==> config.mk <==
export PLATFORM = sky130hd
export DESIGN_NAME = svc_prog_seq
export DESIGN_NICKNAME = d
export VERILOG_FILES = /design/src/rtl/svc_prog_pkg.sv /design/src/rtl/svc_pkt_build.sv /design/src/rtl/svc_phase_ctl.sv /design/src/rtl/svc_ack_guard.sv /design/src/rtl/svc_prog_seq.sv
export SDC_FILE = /design/constraint.sdc
export NUM_CORES = 1
export LEC_CHECK = 0
export ABC_AREA = 1
export BUFFER_PORTS_ARGS = -buffer_cell sky130_fd_sc_hd__buf_4
export CAP_MARGIN = 20
export CORE_MARGIN = 3
export CORE_UTILIZATION = 55
export DETAILED_ROUTE_END_ITERATION = 8
export GPL_ROUTABILITY_DRIVEN = 0
export MAX_ROUTING_LAYER = met4
export PLACE_DENSITY = 0.78
export SETUP_SLACK_MARGIN = 0.5
export SLEW_MARGIN = 25
export SYNTH_ARGS = -nofsm -noshare
export SYNTH_HDL_FRONTEND = slang
export SYNTH_HIERARCHICAL = 1
export SYNTH_SLANG_ARGS = --single-unit
==> constraint.sdc <==
create_clock -name clk -period 2.68 [get_ports clk]
set_input_delay 0.67 -clock clk [delete_from_list [all_inputs] [get_ports clk]]
set_output_delay 0.67 -clock clk [all_outputs]
set_load 0.02 [all_outputs]
==> src/rtl/svc_prog_pkg.sv <==
package svc_prog_pkg;

  typedef enum logic [2:0] {
    ST_IDLE,
    ST_PWRON,
    ST_RST,
    ST_INSTR,
    ST_RECOV,
    ST_TAIL,
    ST_DONE
  } seq_st_t;

  localparam int PKT_BYTES = 4;
  localparam int PKT_W     = 8 * PKT_BYTES;

  localparam logic [3:0] DIRECT_TAG = 4'b0111;
  localparam logic [1:0] CC_VERIFY  = 2'b01;
  localparam logic [1:0] CC_BIT     = 2'b10;
  localparam logic [1:0] CC_WRITE   = 2'b11;

endpackage

==> src/rtl/svc_pkt_build.sv <==
module svc_pkt_build
  import svc_prog_pkg::*;
#(
  parameter int AW = 10
) (
  input  logic             is_write,
  input  logic             bit_mode,
  input  logic [AW-1:0]    addr,
  input  logic [7:0]       data,
  input  logic [2:0]       bit_sel,
  output logic [PKT_W-1:0] bytes
);

  localparam int HDR_N = PKT_BYTES - 1;

  logic [7:0] hdr [HDR_N];
  logic [1:0] cc;
  logic [7:0] csum;

  // Instruction class and header bytes
  always_comb begin
    if (bit_mode)      cc = CC_BIT;
    else if (is_write) cc = CC_WRITE;
    else               cc = CC_VERIFY;

    hdr[0] = {DIRECT_TAG, cc, addr[AW-1:AW-2]};
    hdr[1] = addr[7:0];
    hdr[2] = bit_mode ? {3'b111, is_write, data[0], bit_sel} : data;
  end

  // Error-detection byte over all header bytes
  always_comb begin
    csum = '0;
    for (int i = 0; i < HDR_N; i++) csum = csum ^ hdr[i];
  end

  for (genvar g = 0; g < PKT_BYTES; g++) begin : g_pack
    if (g < HDR_N) begin : g_hdr
      assign bytes[PKT_W-1-8*g -: 8] = hdr[g];
    end else begin : g_cs
      assign bytes[PKT_W-1-8*g -: 8] = csum;
    end
  end

endmodule

==> src/rtl/svc_phase_ctl.sv <==
module svc_phase_ctl
  import svc_prog_pkg::*;
#(
  parameter int PWRON_PKTS = 20,
  parameter int RESET_PKTS = 3,
  parameter int INSTR_PKTS = 5,
  parameter int RECOV_PKTS = 6,
  parameter int TAIL_PKTS  = 1,
  parameter int CNT_MAX    = 20,
  parameter int CNT_W      = 5
) (
  input  logic             clk,
  input  logic             rst_n,
  input  logic             start_ok,
  input  logic             pwr_req,
  input  logic             is_write,
  input  logic             acc,
  input  logic             ack_seen,
  input  logic             tmr_done,
  input  logic             fault_in,
  output seq_st_t          st,
  output logic [CNT_W-1:0] cnt
);

  seq_st_t          st_n;
  logic [CNT_W-1:0] cnt_n;

  // Next-state logic
  always_comb begin
    st_n = st;
    unique case (st)
      ST_IDLE:  if (start_ok) st_n = pwr_req ? ST_PWRON : ST_RST;
      ST_PWRON: begin
        if (tmr_done && fault_in)
          st_n = ST_DONE;
        else if (acc && tmr_done && cnt >= CNT_W'(PWRON_PKTS - 1))
          st_n = ST_RST;
      end
      ST_RST:   if (acc && cnt == CNT_W'(RESET_PKTS - 1)) st_n = ST_INSTR;
      ST_INSTR: begin
        if (acc && (ack_seen || cnt == CNT_W'(INSTR_PKTS - 1)))
          st_n = (is_write && !ack_seen) ? ST_RECOV : ST_TAIL;
      end
      ST_RECOV: begin
        if (acc && (ack_seen || cnt == CNT_W'(RECOV_PKTS - 1)))
          st_n = ST_TAIL;
      end
      ST_TAIL:  if (acc && cnt == CNT_W'(TAIL_PKTS - 1)) st_n = ST_DONE;
      ST_DONE:  st_n = ST_IDLE;
      default:  st_n = ST_IDLE;
    endcase

    // Packet counter restarts at each phase change
    cnt_n = cnt;
    if (st_n != st)
      cnt_n = '0;
    else if (acc && cnt != CNT_W'(CNT_MAX))
      cnt_n = cnt + CNT_W'(1);
  end

  // State registers
  always_ff @(posedge clk or negedge rst_n) begin
    if (!rst_n) begin
      st  <= ST_IDLE;
      cnt <= '0;
    end else begin
      st  <= st_n;
      cnt <= cnt_n;
    end
  end

endmodule

==> src/rtl/svc_ack_guard.sv <==
module svc_ack_guard
  import svc_prog_pkg::*;
#(
  parameter int FAULT_CYCLES = 12_500_000,
  parameter int CNT_W        = 5
) (
  input  logic             clk,
  input  logic             rst_n,
  input  seq_st_t          st,
  input  logic [CNT_W-1:0] cnt,
  input  logic             start_ok,
  input  logic             ack_in,
  input  logic             fault_in,
  output logic             ack_seen,
  output logic             overcurrent,
  output logic             tmr_done
);

  localparam int TW = $clog2(FAULT_CYCLES + 1);

  logic [TW-1:0] tmr;
  logic          tmr_en;
  logic          win_open;
  logic          ack_set;
  logic          ovc_set;

  // Window opens once the second instruction packet has gone out
  always_comb begin
    win_open = (st == ST_INSTR && cnt >= CNT_W'(2)) || (st == ST_RECOV);
    ack_set  = win_open && ack_in;
    tmr_done = (tmr == TW'(FAULT_CYCLES));
    tmr_en   = (st == ST_PWRON) && !tmr_done;
    ovc_set  = (st == ST_PWRON) && tmr_done && fault_in;
  end

  // Settling timer for the warm-up phase
  always_ff @(posedge clk or negedge rst_n) begin
    if (!rst_n)        tmr <= '0;
    else if (start_ok) tmr <= '0;
    else if (tmr_en)   tmr <= tmr + TW'(1);
  end

  // Result flags, held until the next transaction starts
  always_ff @(posedge clk or negedge rst_n) begin
    if (!rst_n) begin
      ack_seen    <= 1'b0;
      overcurrent <= 1'b0;
    end else if (start_ok) begin
      ack_seen    <= 1'b0;
      overcurrent <= 1'b0;
    end else begin
      if (ack_set) ack_seen    <= 1'b1;
      if (ovc_set) overcurrent <= 1'b1;
    end
  end

endmodule

==> src/rtl/svc_prog_seq.sv <==
module svc_prog_seq
  import svc_prog_pkg::*;
#(
  parameter int PREAMBLE_BITS = 22,
  parameter int PWRON_PKTS    = 20,
  parameter int RESET_PKTS    = 3,
  parameter int INSTR_PKTS    = 5,
  parameter int RECOV_PKTS    = 6,
  parameter int TAIL_PKTS     = 1,
  parameter int FAULT_CYCLES  = 12_500_000,
  parameter int CV_MAX        = 1024
) (
  input  logic        clk,
  input  logic        rst_n,
  input  logic        start,
  input  logic        op_write,
  input  logic        bit_mode,
  input  logic [10:0] cv_num,
  input  logic [7:0]  wr_data,
  input  logic [2:0]  bit_sel,
  input  logic        pwr_phase,
  input  logic        ack_in,
  input  logic        fault_in,
  input  logic        pkt_ready,
  output logic        pkt_valid,
  output logic [31:0] pkt_bytes,
  output logic [2:0]  pkt_len,
  output logic [5:0]  pkt_preamble,
  output logic        busy,
  output logic        done,
  output logic        ack_seen,
  output logic        overcurrent
);

  localparam int CVW   = $clog2(CV_MAX + 1);
  localparam int AW    = $clog2(CV_MAX);
  localparam int M1    = (PWRON_PKTS > RESET_PKTS) ? PWRON_PKTS : RESET_PKTS;
  localparam int M2    = (INSTR_PKTS > RECOV_PKTS) ? INSTR_PKTS : RECOV_PKTS;
  localparam int M3    = (M1 > M2) ? M1 : M2;
  localparam int CNT_MAX = (M3 > TAIL_PKTS) ? M3 : TAIL_PKTS;
  localparam int CNT_W = $clog2(CNT_MAX + 1);

  seq_st_t          st;
  logic [CNT_W-1:0] cnt;
  logic             start_ok;
  logic             acc;
  logic             tmr_done;
  logic             long_pkt;
  logic [PKT_W-1:0] instr_bytes;

  logic             req_write;
  logic             req_bit;
  logic [AW-1:0]    req_addr;
  logic [7:0]       req_data;
  logic [2:0]       req_bitsel;

  always_comb begin
    start_ok = start && (st == ST_IDLE) && (cv_num != '0)
               && (cv_num <= CVW'(CV_MAX));
    pkt_valid = (st == ST_PWRON) || (st == ST_RST) || (st == ST_INSTR)
                || (st == ST_RECOV) || (st == ST_TAIL);
    long_pkt  = (st == ST_INSTR) || (st == ST_RECOV);
    acc       = pkt_valid && pkt_ready;
    pkt_bytes = long_pkt ? instr_bytes : '0;
    pkt_len   = long_pkt ? 3'd4 : 3'd3;
    pkt_preamble = 6'(PREAMBLE_BITS);
    busy      = (st != ST_IDLE);
    done      = (st == ST_DONE);
  end

  // Request capture, enabled by an accepted start
  always_ff @(posedge clk or negedge rst_n) begin
    if (!rst_n) begin
      req_write  <= 1'b0;
      req_bit    <= 1'b0;
      req_addr   <= '0;
      req_data   <= '0;
      req_bitsel <= '0;
    end else if (start_ok) begin
      req_write  <= op_write;
      req_bit    <= bit_mode;
      req_addr   <= AW'(cv_num - CVW'(1));
      req_data   <= wr_data;
      req_bitsel <= bit_sel;
    end
  end

  svc_pkt_build #(.AW(AW)) u_build (
    .is_write (req_write),
    .bit_mode (req_bit),
    .addr     (req_addr),
    .data     (req_data),
    .bit_sel  (req_bitsel),
    .bytes    (instr_bytes)
  );

  svc_phase_ctl #(
    .PWRON_PKTS (PWRON_PKTS),
    .RESET_PKTS (RESET_PKTS),
    .INSTR_PKTS (INSTR_PKTS),
    .RECOV_PKTS (RECOV_PKTS),
    .TAIL_PKTS  (TAIL_PKTS),
    .CNT_MAX    (CNT_MAX),
    .CNT_W      (CNT_W)
  ) u_ctl (
    .clk      (clk),
    .rst_n    (rst_n),
    .start_ok (start_ok),
    .pwr_req  (pwr_phase),
    .is_write (req_write),
    .acc      (acc),
    .ack_seen (ack_seen),
    .tmr_done (tmr_done),
    .fault_in (fault_in),
    .st       (st),
    .cnt      (cnt)
  );

  svc_ack_guard #(
    .FAULT_CYCLES (FAULT_CYCLES),
    .CNT_W        (CNT_W)
  ) u_guard (
    .clk         (clk),
    .rst_n       (rst_n),
    .st          (st),
    .cnt         (cnt),
    .start_ok    (start_ok),
    .ack_in      (ack_in),
    .fault_in    (fault_in),
    .ack_seen    (ack_seen),
    .overcurrent (overcurrent),
    .tmr_done    (tmr_done)
  );

endmodule

==> impl_summary.txt, run 1 <==
----------------------------------------------------
[Floorplanning]
  Area of the die ... 9680 um2
  Initial Utilization ... 56.8%
  Die outline width ... 98.4 um
  Number of placement rows ... 33
  IO Count ... 77
  Vertical extent of the die ... 98.4 um
  Total core area ... 8260 um2

[Min path]
  Worst Hold Class ... input port to async pin

[Cells and area]
  Total number of nets in the final design ... 834
  Final Cell Area ... 5700 um2
  Most frequent standard cell in the layout excluding fill and tap cells ... sky130_fd_sc_hd__nand2_1
  Syn-to-layout area delta ... 21.5%
  Fraction of final layout cells sized beyond drive strength 1 ... 23.8%
  Post-route non-filler standard cell count ... 906
  Share of the core filled with cells ... 69.0%
  Final antenna diode count ... 0
  Commonest cells after routing, fill and taps aside ... sky130_fd_sc_hd__nand2_1, sky130_fd_sc_hd__nor2_1, sky130_fd_sc_hd__inv_1

[Setup path]
  Kind of start point of the critical path ... register
  Worst Path Arrival ... 1.63 ns
  Type of the worst setup path ... register to output pin
  Cell class contributing the biggest share of worst-path delay ... buffers and inverters
  Worst Path Max Fanout ... 17
  Critical Path Sink Type ... output pin
  Critical path, cell by cell ... nor2_4 > inv_2 > o21ai_4 > inv_4 > buf_12 > nor2_1 > buf_4
  Critical Path Max Stage Delay ... 0.43 ns
  Required time worst endpoint ... 2.01 ns
  Standard cell with the maximum stage delay on the critical path ... sky130_fd_sc_hd__dfrtp_2
  CP Buf/Inv Count ... 4

[Timing]
  Worst-Margin Slew ... 0.710 ns
  Highest clock frequency the design can meet ... 0.435 GHz
  Sum of negative setup slack ... 0 ns
  Unrepaired setup endpoints after global routing ... yes
  Number of hold-slack violations in the final timing report ... 0
  Final critical delay including setup and external delays ... 2.30 ns
  Max-slew violation count ... 0
  Worst clock skew on the final layout ... 0.00974 ns
  Worst slew margin ... 52.6%
  Crit share post-route ... 85.7%
  Final setup viols ... 0

[Global route]
  Total routing usage reported by global routing ... 25.1%
  Global-route congestion overflow total ... 0
  Largest net degree at the start of global routing ... 58
  Initial antenna violation count ... 0
  Wire length of the first global-routing pass ... 19700 um
  Vias in the first global route ... 4400

[Clocking]
  Total clock sinks ... 57
  Source-to-sink clock delay at the later pin of the worst-skew pair ... 0.34 ns
  Number of buffers inserted by hold repair at cts ... 0
  Root Buffer ... sky130_fd_sc_hd__clkbuf_8
  Clock tree from TritonCTS ... done
  Maximum root-to-sink buffer count ... 2
  Clock slew seen by the registers of the worst setup and hold paths ... 0.07 ns
  Clock buffers created by TritonCTS ... 9
  H-tree levels ... 3

[Power]
  Sum of internal, switching and leakage power ... 5.23 mW
  Static leakage ... 3.00 nW
  Pwr per Cell Area ... 917 nW/um2
  Maximum VDD drop ... 338 uV

[Route]
  Number of DRC violations after detailed routing ... 0
  Routed WL ... 11500 um
  Router iterations before antenna repair ... 5
  Post-detailed-route wirelength per cell ... 12.7 um
  Avg Vias per Cell ... 5.05
  Final antenna-violating net count ... 0
  Vias post-DR ... 4575
  DRT iter0 DRCs ... 204

[Synth]
  Syn. warnings ... 6
  Portion of the post-synthesis area used by sequential elements ... 30.4%
  Number of distinct standard cells referenced by the synthesized netlist ... 38
  Avg Inst Size Synth ... 6.46 um2
  Gate Count Post-Synth ... 726
  Area of the mapped netlist ... 4690 um2
  Flop and latch count out of synthesis ... 57

[Run]
  Maximum capacitance violations ... 0

[Placement]
  Final HPWL DP ... 8350 um
  Cell Area, Placed ... 5120 um2
  Cells after DPL ... 875
  PortBufs ... 69

[Outcome]
  Result of the run ... finished, final reports clean

----------------------------------------------------
## where the power goes
part           leakage (nW)  internal, mW  total [mW]  switching, mW
sequential            0.748          1.14        1.46          0.318
combinational          2.14          1.11        2.78           1.66
clock                 0.120         0.642       0.994          0.353
## registers in the layout, summed over array words and instances, names as in the netlist
name	count
u_guard/tmr	24
req_addr	10
req_data	8
u_ctl/cnt	5
req_bitsel	3
u_ctl/st	3
req_bit	1
req_write	1
u_guard/ack_seen	1
u_guard/overcurrent	1
## per-stage QoR
step                      setup WS [ns]  hold slack (ns)
after global routing              0.287            0.431
final                             0.382            0.372
after floorplan                   0.507            0.374
after CTS                         0.355            0.400
after global placement            0.300            0.458
after detailed placement          0.209            0.459
## per-layer routing
layer / track usage (%) / vias up / routed length, um
li1: - / 2326 / -
met1: 30.6 / 2112 / 4930
met2: 43.8 / 122 / 5830
met3: 3.36 / 15 / 567
met4: 6.51 / 0 / 145
met5: - / - / 0
## path summary, 6_finish.rpt
| kind | slack [ns] | cells past startpoint | start | to |
|---|---|---|---|---|
| worst max register to register | 0.59 | 16 | u_guard/tmr[0] | u_ctl/cnt[1] |
| worst min register to register | 0.47 | 2 | req_bitsel[1] | req_bitsel[1] |
| max in group asynchronous | 1.79 | 1 | rst_n | req_bit |
| worst max-delay path | 0.38 | 7 | u_ctl/st[0] | pkt_bytes[11] |
| min in group clk | 0.47 | 2 | req_bitsel[1] | req_bitsel[1] |
| worst min-delay path | 0.37 | 1 | rst_n | u_guard/tmr[21] |
## cell usage after synthesis, drive strengths merged
cell type  instances  area [um2]
a21oi              5        36.3
ha                 7        87.6
and3               1        6.26
clkbuf             2        7.51
nand3             58         330
nor3               5        40.0
xor2              20         175
clkinv             5        18.8
inv              104         398
nor3b              1        7.51
nand2            243         972
dfrtp             57        1430
xnor2              6        52.6
nor4               1        6.26
nand4             16         100
o21ai             19         103
conb               4        15.0
buf               37         313
a22oi              1        7.51
and2               1        6.26
nand3b             4        30.0
o21bai             2        15.0
nor2             127         539
## layout make-up
cell class	count	area, um2
timing repair buffer	92	781
multi-input combinational	527	2700
tap	105	131
clock buffer	11	141
sequential	57	1430
fill	708	2560
inverter	109	419
clock inverter	5	103
## kinds of logic after synthesis
kind of cell             count (synthesis)  synth area share (%)
XOR/XNOR                                26                  4.85
other                                    4                 0.320
adder cells (fa/ha/maj)                  7                  1.87
buffers and inverters                  148                  15.7
AND/OR/NAND/NOR                        457                  43.4
flip-flops                              57                  30.4
AO/OA/AOI/OAI                           27                  3.44
## timing repair
item	4_1_cts	5_1_grt
resized for setup	40	18
setup buffers	10	3
pin swaps	4	6
setup endpoints to repair	40	55
gates cloned	2	0
(Power assumes the default switching activity.)
==> run 2: changes to the inputs <==
Settings changed: GPL_TIMING_DRIVEN set to 0, SETUP_SLACK_MARGIN 0.5 to 0.1.
Clock period 2.68 ns to 2.5 ns, I/O delays scaled along.
==> impl_summary.txt, run 2 (synthesized netlist as in run 1, its figures left out) <==
----------------------------------------------------
[Floorplanning]
  Number of placement rows ... 33
  Initial Utilization ... 56.8%
  Die outline width ... 98.4 um
  Total core area ... 8260 um2
  Vertical extent of the die ... 98.4 um
  IO Count ... 77
  Area of the die ... 9680 um2

[Clocking]
  Clock slew seen by the registers of the worst setup and hold paths ... 0.06 ns
  Source-to-sink clock delay at the later pin of the worst-skew pair ... 0.34 ns
  Total clock sinks ... 57
  Maximum root-to-sink buffer count ... 2
  H-tree levels ... 3
  Root Buffer ... sky130_fd_sc_hd__clkbuf_8
  Clock buffers created by TritonCTS ... 9
  Clock tree from TritonCTS ... done
  Number of buffers inserted by hold repair at cts ... 0

[Cells and area]
  Fraction of final layout cells sized beyond drive strength 1 ... 23.6%
  Commonest cells after routing, fill and taps aside ... sky130_fd_sc_hd__nand2_1, sky130_fd_sc_hd__nor2_1, sky130_fd_sc_hd__buf_4
  Final antenna diode count ... 0
  Biggest register ... u_guard/tmr
  Most frequent standard cell in the layout excluding fill and tap cells ... sky130_fd_sc_hd__nand2_1
  Largest regs ... u_guard/tmr x24, req_addr x10, req_data x8
  Syn-to-layout area delta ... 21.3%
  Total number of nets in the final design ... 861
  Flip-flop count of the largest register, all copies and words added ... 24

[Setup path]
  Worst Path Arrival ... 2.48 ns
  Critical path, cell by cell ... inv_2 > ha_2 > nand3_1 > nor2_1 > nand4_1 > nor3_2 > nand2_1 > nor2_1 > nand2_1 > nand2_1 > nand2_1 > nand3_2 > nand2_1 > nand3_4 > nor2_1
  CP Buf/Inv Count ... 1
  Worst Path Max Fanout ... 5
  Required time worst endpoint ... 2.72 ns
  Critical Path Max Stage Delay ... 0.41 ns
  Standard cell with the maximum stage delay on the critical path ... sky130_fd_sc_hd__dfrtp_1
  Cell class contributing the biggest share of worst-path delay ... simple AND/OR/NAND/NOR gates
  Critical Path Most Common Cell ... sky130_fd_sc_hd__nand2_1
  Type of the worst setup path ... register to register
  Kind of start point of the critical path ... register
  Critical Path Sink Type ... register

[Timing]
  Number of hold-slack violations in the final timing report ... 0
  Sum of negative setup slack ... 0 ns
  Hold slack ... 0.357 ns
  Crit share post-route ... 90.1%
  Worst slew margin ... 52.0%
  Worst-Margin Slew ... 0.720 ns
  Final setup viols ... 0
  Final critical delay including setup and external delays ... 2.25 ns
  Highest clock frequency the design can meet ... 0.444 GHz
  Max-slew violation count ... 0
  Worst clock skew on the final layout ... 0.00854 ns
  Fin worst setup slack ... 0.247 ns
  Unrepaired setup endpoints after global routing ... no

[Route]
  Vias post-DR ... 4642
  Final antenna-violating net count ... 0
  Avg Vias per Cell ... 4.99
  Detailed route wirelength on metal3 ... 586 um
  Wire length on met2 ... 5860 um
  Routed WL ... 11800 um
  Metal1 wirelength ... 5120 um
  Post-detailed-route wirelength per cell ... 12.7 um
  DRT iter0 DRCs ... 354
  Uppermost signal routing layer after detailed routing ... met4
  Number of DRC violations after detailed routing ... 0
  Router iterations before antenna repair ... 5

[Global route]
  Initial antenna violation count ... 0
  Wire length of the first global-routing pass ... 19800 um
  Total routing usage reported by global routing ... 25.4%
  Vias in the first global route ... 4323
  Global-route congestion overflow total ... 0
  Largest net degree at the start of global routing ... 58

[Power]
  Maximum VDD drop ... 471 uV
  Pwr per Cell Area ... 952 nW/um2
  Static leakage ... 3.07 nW

[Placement]
  PortBufs ... 69
  Final HPWL DP ... 9100 um
  Worst setup slack before clock tree synthesis ... -0.398 ns

[Run]
  Maximum capacitance violations ... 0

[Min path]
  Worst Hold Class ... input port to async pin

[Outcome]
  Result of the run ... finished, final reports clean

----------------------------------------------------
## run 2: changes by cell type in the layout (fill, tap and decap cells not counted), moves of 3 or more
cell                      change
sky130_fd_sc_hd__buf_4       +25
sky130_fd_sc_hd__nor2_1      +14
sky130_fd_sc_hd__nor2_2       -8
sky130_fd_sc_hd__nor2_4       -6
sky130_fd_sc_hd__buf_6        +4
sky130_fd_sc_hd__nand2_1      +3
sky130_fd_sc_hd__nand2_2      -3
## run 2: repair_timing
action,CTS,global route
resized for setup,7,9
setup endpoints to repair,53,45
buffers inserted,0,11
pin swaps,0,3
## run 2: path summary, 6_finish.rpt
check | start | endpoint | slack, ns | depth (start not counted)
min in group clk | req_data[6] | req_data[6] | 0.49 | 2
worst min register to register | req_data[6] | req_data[6] | 0.49 | 2
worst min-delay path | rst_n | u_guard/tmr[13] | 0.36 | 1
worst max-delay path | u_guard/tmr[0] | u_ctl/cnt[0] | 0.25 | 15
max in group asynchronous | rst_n | u_ctl/st[2] | 1.64 | 1
worst max register to register | u_guard/tmr[0] | u_ctl/cnt[0] | 0.25 | 15
## run 2: worst register-to-register path: cells and delay by family, from the launching register on
| kind | cells | cell delay [ns] |
|---|---|---|
| and+or+nand+nor | 13 | 1.44 |
| adders and majority gates | 1 | 0.20 |
| buffers and inverters | 1 | 0.11 |
| DFF | 1 | 0.41 |
## run 2: stage by stage
| step | power [mW] | util, % | cells | area [um2] |
|---|---|---|---|---|
| global route | 5.87 | 69.0 | 931 | 5690 |
| detailed placement | 4.34 | 65.0 | 906 | 5370 |
| global placement | 4.22 | 65.0 | 906 | 5370 |
| floorplan | 3.56 | - | 732 | 4720 |
| finish | 5.42 | 69.0 | 931 | 5690 |
| CTS | 5.33 | 67.8 | 920 | 5600 |
## run 2: area by class of cell
type	instances	area (um2)
repair buffers	80	601
flip-flops and latches	57	1430
clock buffers	11	151
well taps	105	131
fillers	736	2560
clock inverters	3	65.1
inverters	109	420
plain buffers	39	322
multi-input cells	527	2570
## run 2: layer usage
layer,global-route usage [%],vias up
met3,2.64,28
met5,-,-
li1,-,2376
met4,9.45,0
met2,42.7,146
met1,31.6,2092
## run 2: where the power goes
| group | internal [mW] | switching (mW) |
|---|---|---|
| logic | 1.21 | 1.69 |
| registers | 1.22 | 0.343 |
| clock network | 0.603 | 0.359 |
| total | 3.03 | 2.39 |
==> run 3: changes to the inputs <==
Settings changed: GPL_ROUTABILITY_DRIVEN 0 to unset, PLACE_DENSITY 0.78 to 0.8, SYNTH_HIERARCHICAL 1 to unset.
==> impl_summary.txt, run 3 <==
----------------------------------------------------
[Synth]
  Number of flops mapped to enable cells by yosys ... 0
  Flop and latch count out of synthesis ... 57
  Most instantiated library cell after synthesis ... sky130_fd_sc_hd__nand2_1
  Largest cells by area after synthesis ... sky130_fd_sc_hd__dfrtp_1, sky130_fd_sc_hd__nand2_1, sky130_fd_sc_hd__nor2_1, sky130_fd_sc_hd__inv_1, sky130_fd_sc_hd__xor2_1
  Gate Count Post-Synth ... 552
  Area fraction of the dominant cell type after synthesis ... 36.3%
  Fraction of registers with async set or reset after synthesis ... 100%
  Most used DFF post-synth ... sky130_fd_sc_hd__dfrtp_1
  Portion of the post-synthesis area used by sequential elements ... 36.3%
  Cell taking the most area after synthesis ... sky130_fd_sc_hd__dfrtp_1
  Area of the mapped netlist ... 3930 um2
  Most numerous cell types in the synthesized netlist ... sky130_fd_sc_hd__nand2_1, sky130_fd_sc_hd__nor2_1, sky130_fd_sc_hd__dfrtp_1, sky130_fd_sc_hd__inv_1, sky130_fd_sc_hd__nand3_1
  Avg Inst Size Synth ... 7.12 um2
  Number of distinct standard cells referenced by the synthesized netlist ... 34
  Syn. warnings ... 0

[Placement]
  PortBufs ... 69
  Cell Area, Placed ... 4590 um2
  Final weighted congestion in routability-driven placement ... 0.969
  Final HPWL DP ... 8010 um

[Timing]
  Unrepaired setup endpoints after global routing ... yes
  Max-slew violation count ... 0
  Number of hold-slack violations in the final timing report ... 0
  Worst slew margin ... 51.2%
  Worst-Margin Slew ... 0.731 ns
  Highest clock frequency the design can meet ... 0.418 GHz
  Final critical delay including setup and external delays ... 2.39 ns
  Worst clock skew on the final layout ... 0.0116 ns
  Crit share post-route ... 95.8%
  Sum of negative setup slack ... 0 ns
  Final setup viols ... 0

[Setup path]
  Required time worst endpoint ... 1.88 ns
  Worst Path Arrival ... 1.77 ns
  Critical Path Sink Type ... output pin
  Kind of start point of the critical path ... register
  Worst Path Max Fanout ... 6
  Type of the worst setup path ... register to output pin

[Min path]
  Worst Hold Class ... input port to async pin

[Power]
  Sequential power share ... 31.6%
  Logic pwr share ... 50.3%
  Fraction of power spent switching nets ... 44.9%
  Static leakage ... 2.44 nW
  Sum of internal, switching and leakage power ... 4.79 mW
  Int Power ... 2.64 mW
  Maximum VDD drop ... 450 uV
  Pwr per Cell Area ... 972 nW/um2
  Part of the total power dissipated in the clock network ... 18.1%
  Net load switching power ... 2.15 mW

[Global route]
  Largest net degree at the start of global routing ... 58
  Vias in the first global route ... 3783
  Initial antenna violation count ... 0
  Global-route congestion overflow total ... 0
  Total routing usage reported by global routing ... 27.8%
  Wire length of the first global-routing pass ... 18100 um

[Cells and area]
  Biggest register ... u_guard.tmr
  Final Cell Area ... 4930 um2
  Total number of nets in the final design ... 688
  Most frequent standard cell in the layout excluding fill and tap cells ... sky130_fd_sc_hd__nand2_1
  Number of fill cells ... 566
  Largest regs ... u_guard.tmr x24, req_addr x10, req_data x8
  Commonest cells after routing, fill and taps aside ... sky130_fd_sc_hd__nand2_1, sky130_fd_sc_hd__buf_4, sky130_fd_sc_hd__nor2_1
  Share of the core filled with cells ... 71.8%
  Final antenna diode count ... 0
  Flip-flop count of the largest register, all copies and words added ... 24
  Syn-to-layout area delta ... 25.4%
  Fraction of final layout cells sized beyond drive strength 1 ... 24.5%

[Floorplanning]
  Die outline width ... 90.5 um
  IO Count ... 77
  Vertical extent of the die ... 90.5 um
  Initial Utilization ... 57.2%
  Area of the die ... 8200 um2
  Number of placement rows ... 30
  Total core area ... 6870 um2

[Clocking]
  Source-to-sink clock delay at the later pin of the worst-skew pair ... 0.34 ns
  Root Buffer ... sky130_fd_sc_hd__clkbuf_8
  Number of buffers inserted by hold repair at cts ... 0
  Total clock sinks ... 57
  Clock buffers created by TritonCTS ... 9
  H-tree levels ... 3
  Clock slew seen by the registers of the worst setup and hold paths ... 0.07 ns
  Maximum root-to-sink buffer count ... 2
  Clock tree from TritonCTS ... done

[Route]
  Number of DRC violations after detailed routing ... 0
  Avg Vias per Cell ... 5.29
  Final antenna-violating net count ... 0
  Routed WL ... 10900 um
  DRT iter0 DRCs ... 231
  Router iterations before antenna repair ... 5
  Post-detailed-route wirelength per cell ... 14.6 um
  Vias post-DR ... 3964

[Outcome]
  Result of the run ... finished, final reports clean

[Run]
  Maximum capacitance violations ... 0

----------------------------------------------------
## run 3: final cells by class
| class | instances | area [um2] | area share (%) |
|---|---|---|---|
| multi-input combinational | 410 | 2130 | 43.3 |
| sequential | 57 | 1430 | 29.0 |
| timing repair buffer | 80 | 601 | 12.2 |
| inverter | 65 | 251 | 5.10 |
| buffer | 25 | 193 | 3.91 |
| clock buffer | 12 | 155 | 3.15 |
| tap | 96 | 120 | 2.44 |
| clock inverter | 3 | 40.0 | 0.812 |
| timing repair inverter | 1 | 7.51 | 0.152 |
## run 3: worst paths after layout
path / depth (start not counted) / slack, ns / end / startpoint
setup / recovery: 7 / 0.11 / pkt_bytes[3] / u_ctl.st[0]
hold / removal: 1 / 0.34 / u_ctl.cnt[1] / rst_n
setup reg to reg: 10 / 0.49 / u_guard.tmr[12] / u_guard.tmr[0]
hold reg to reg: 2 / 0.49 / req_bitsel[1] / req_bitsel[1]
max in group asynchronous: 1 / 1.65 / u_ctl.st[2] / rst_n
min in group clk: 2 / 0.47 / req_addr[0] / cv_num[0]
## run 3: cell families after synthesis
family,share of synthesized area [%]
buffers and inverters,10.8
XOR/XNOR,6.46
adder cells (fa/ha/maj),2.55
AO/OA/AOI/OAI,8.85
other,0.191
multiplexers,0.255
flip-flops,36.3
AND/OR/NAND/NOR,34.6
## run 3: worst max-delay path, cell delays in order, from the launching register on
cell and delay (ns):
sky130_fd_sc_hd__dfrtp_2 0.43, sky130_fd_sc_hd__inv_4 0.06, sky130_fd_sc_hd__nor3_4 0.30, sky130_fd_sc_hd__nor2_4 0.12, sky130_fd_sc_hd__inv_4 0.09, sky130_fd_sc_hd__o21ai_1 0.06, sky130_fd_sc_hd__a21oi_1 0.18, sky130_fd_sc_hd__buf_4 0.18
## run 3: power by group through the flow
stage | sequential (mW) | clock, mW | combinational [mW]
floorplan | 1.43 | 0 | 1.54
global placement | 1.49 | 0 | 2.15
detailed placement | 1.50 | 0 | 2.22
CTS | 1.51 | 0.890 | 2.29
global route | 1.56 | 0.943 | 2.63
finish | 1.52 | 0.869 | 2.41
## run 3: what timing repair did
item / in CTS / in global routing
setup endpoints to repair: 34 / 31
gates cloned: 1 / 0
gates resized for setup: 15 / 12
pin swaps: 2 / 3
buffers inserted: 4 / 7
## run 3: per-layer routing
layer | track usage (%) | share of wire (%) | up-vias
li1 | - | - | 1953
met1 | 34.5 | 44 | 1853
met2 | 44.8 | 48 | 126
met3 | 5.92 | 5.4 | 32
met4 | 10.6 | 2.4 | 0
met5 | - | 0 | -
## run 3: stage by stage
stage	setup WS, ns	hold slack [ns]	instances
finish	0.105	0.338	749
global route	0.0374	0.386	749
CTS	0.103	0.372	742
detailed placement	0.0612	0.466	722
global placement	0.0831	0.461	722
floorplan	0.343	0.329	557
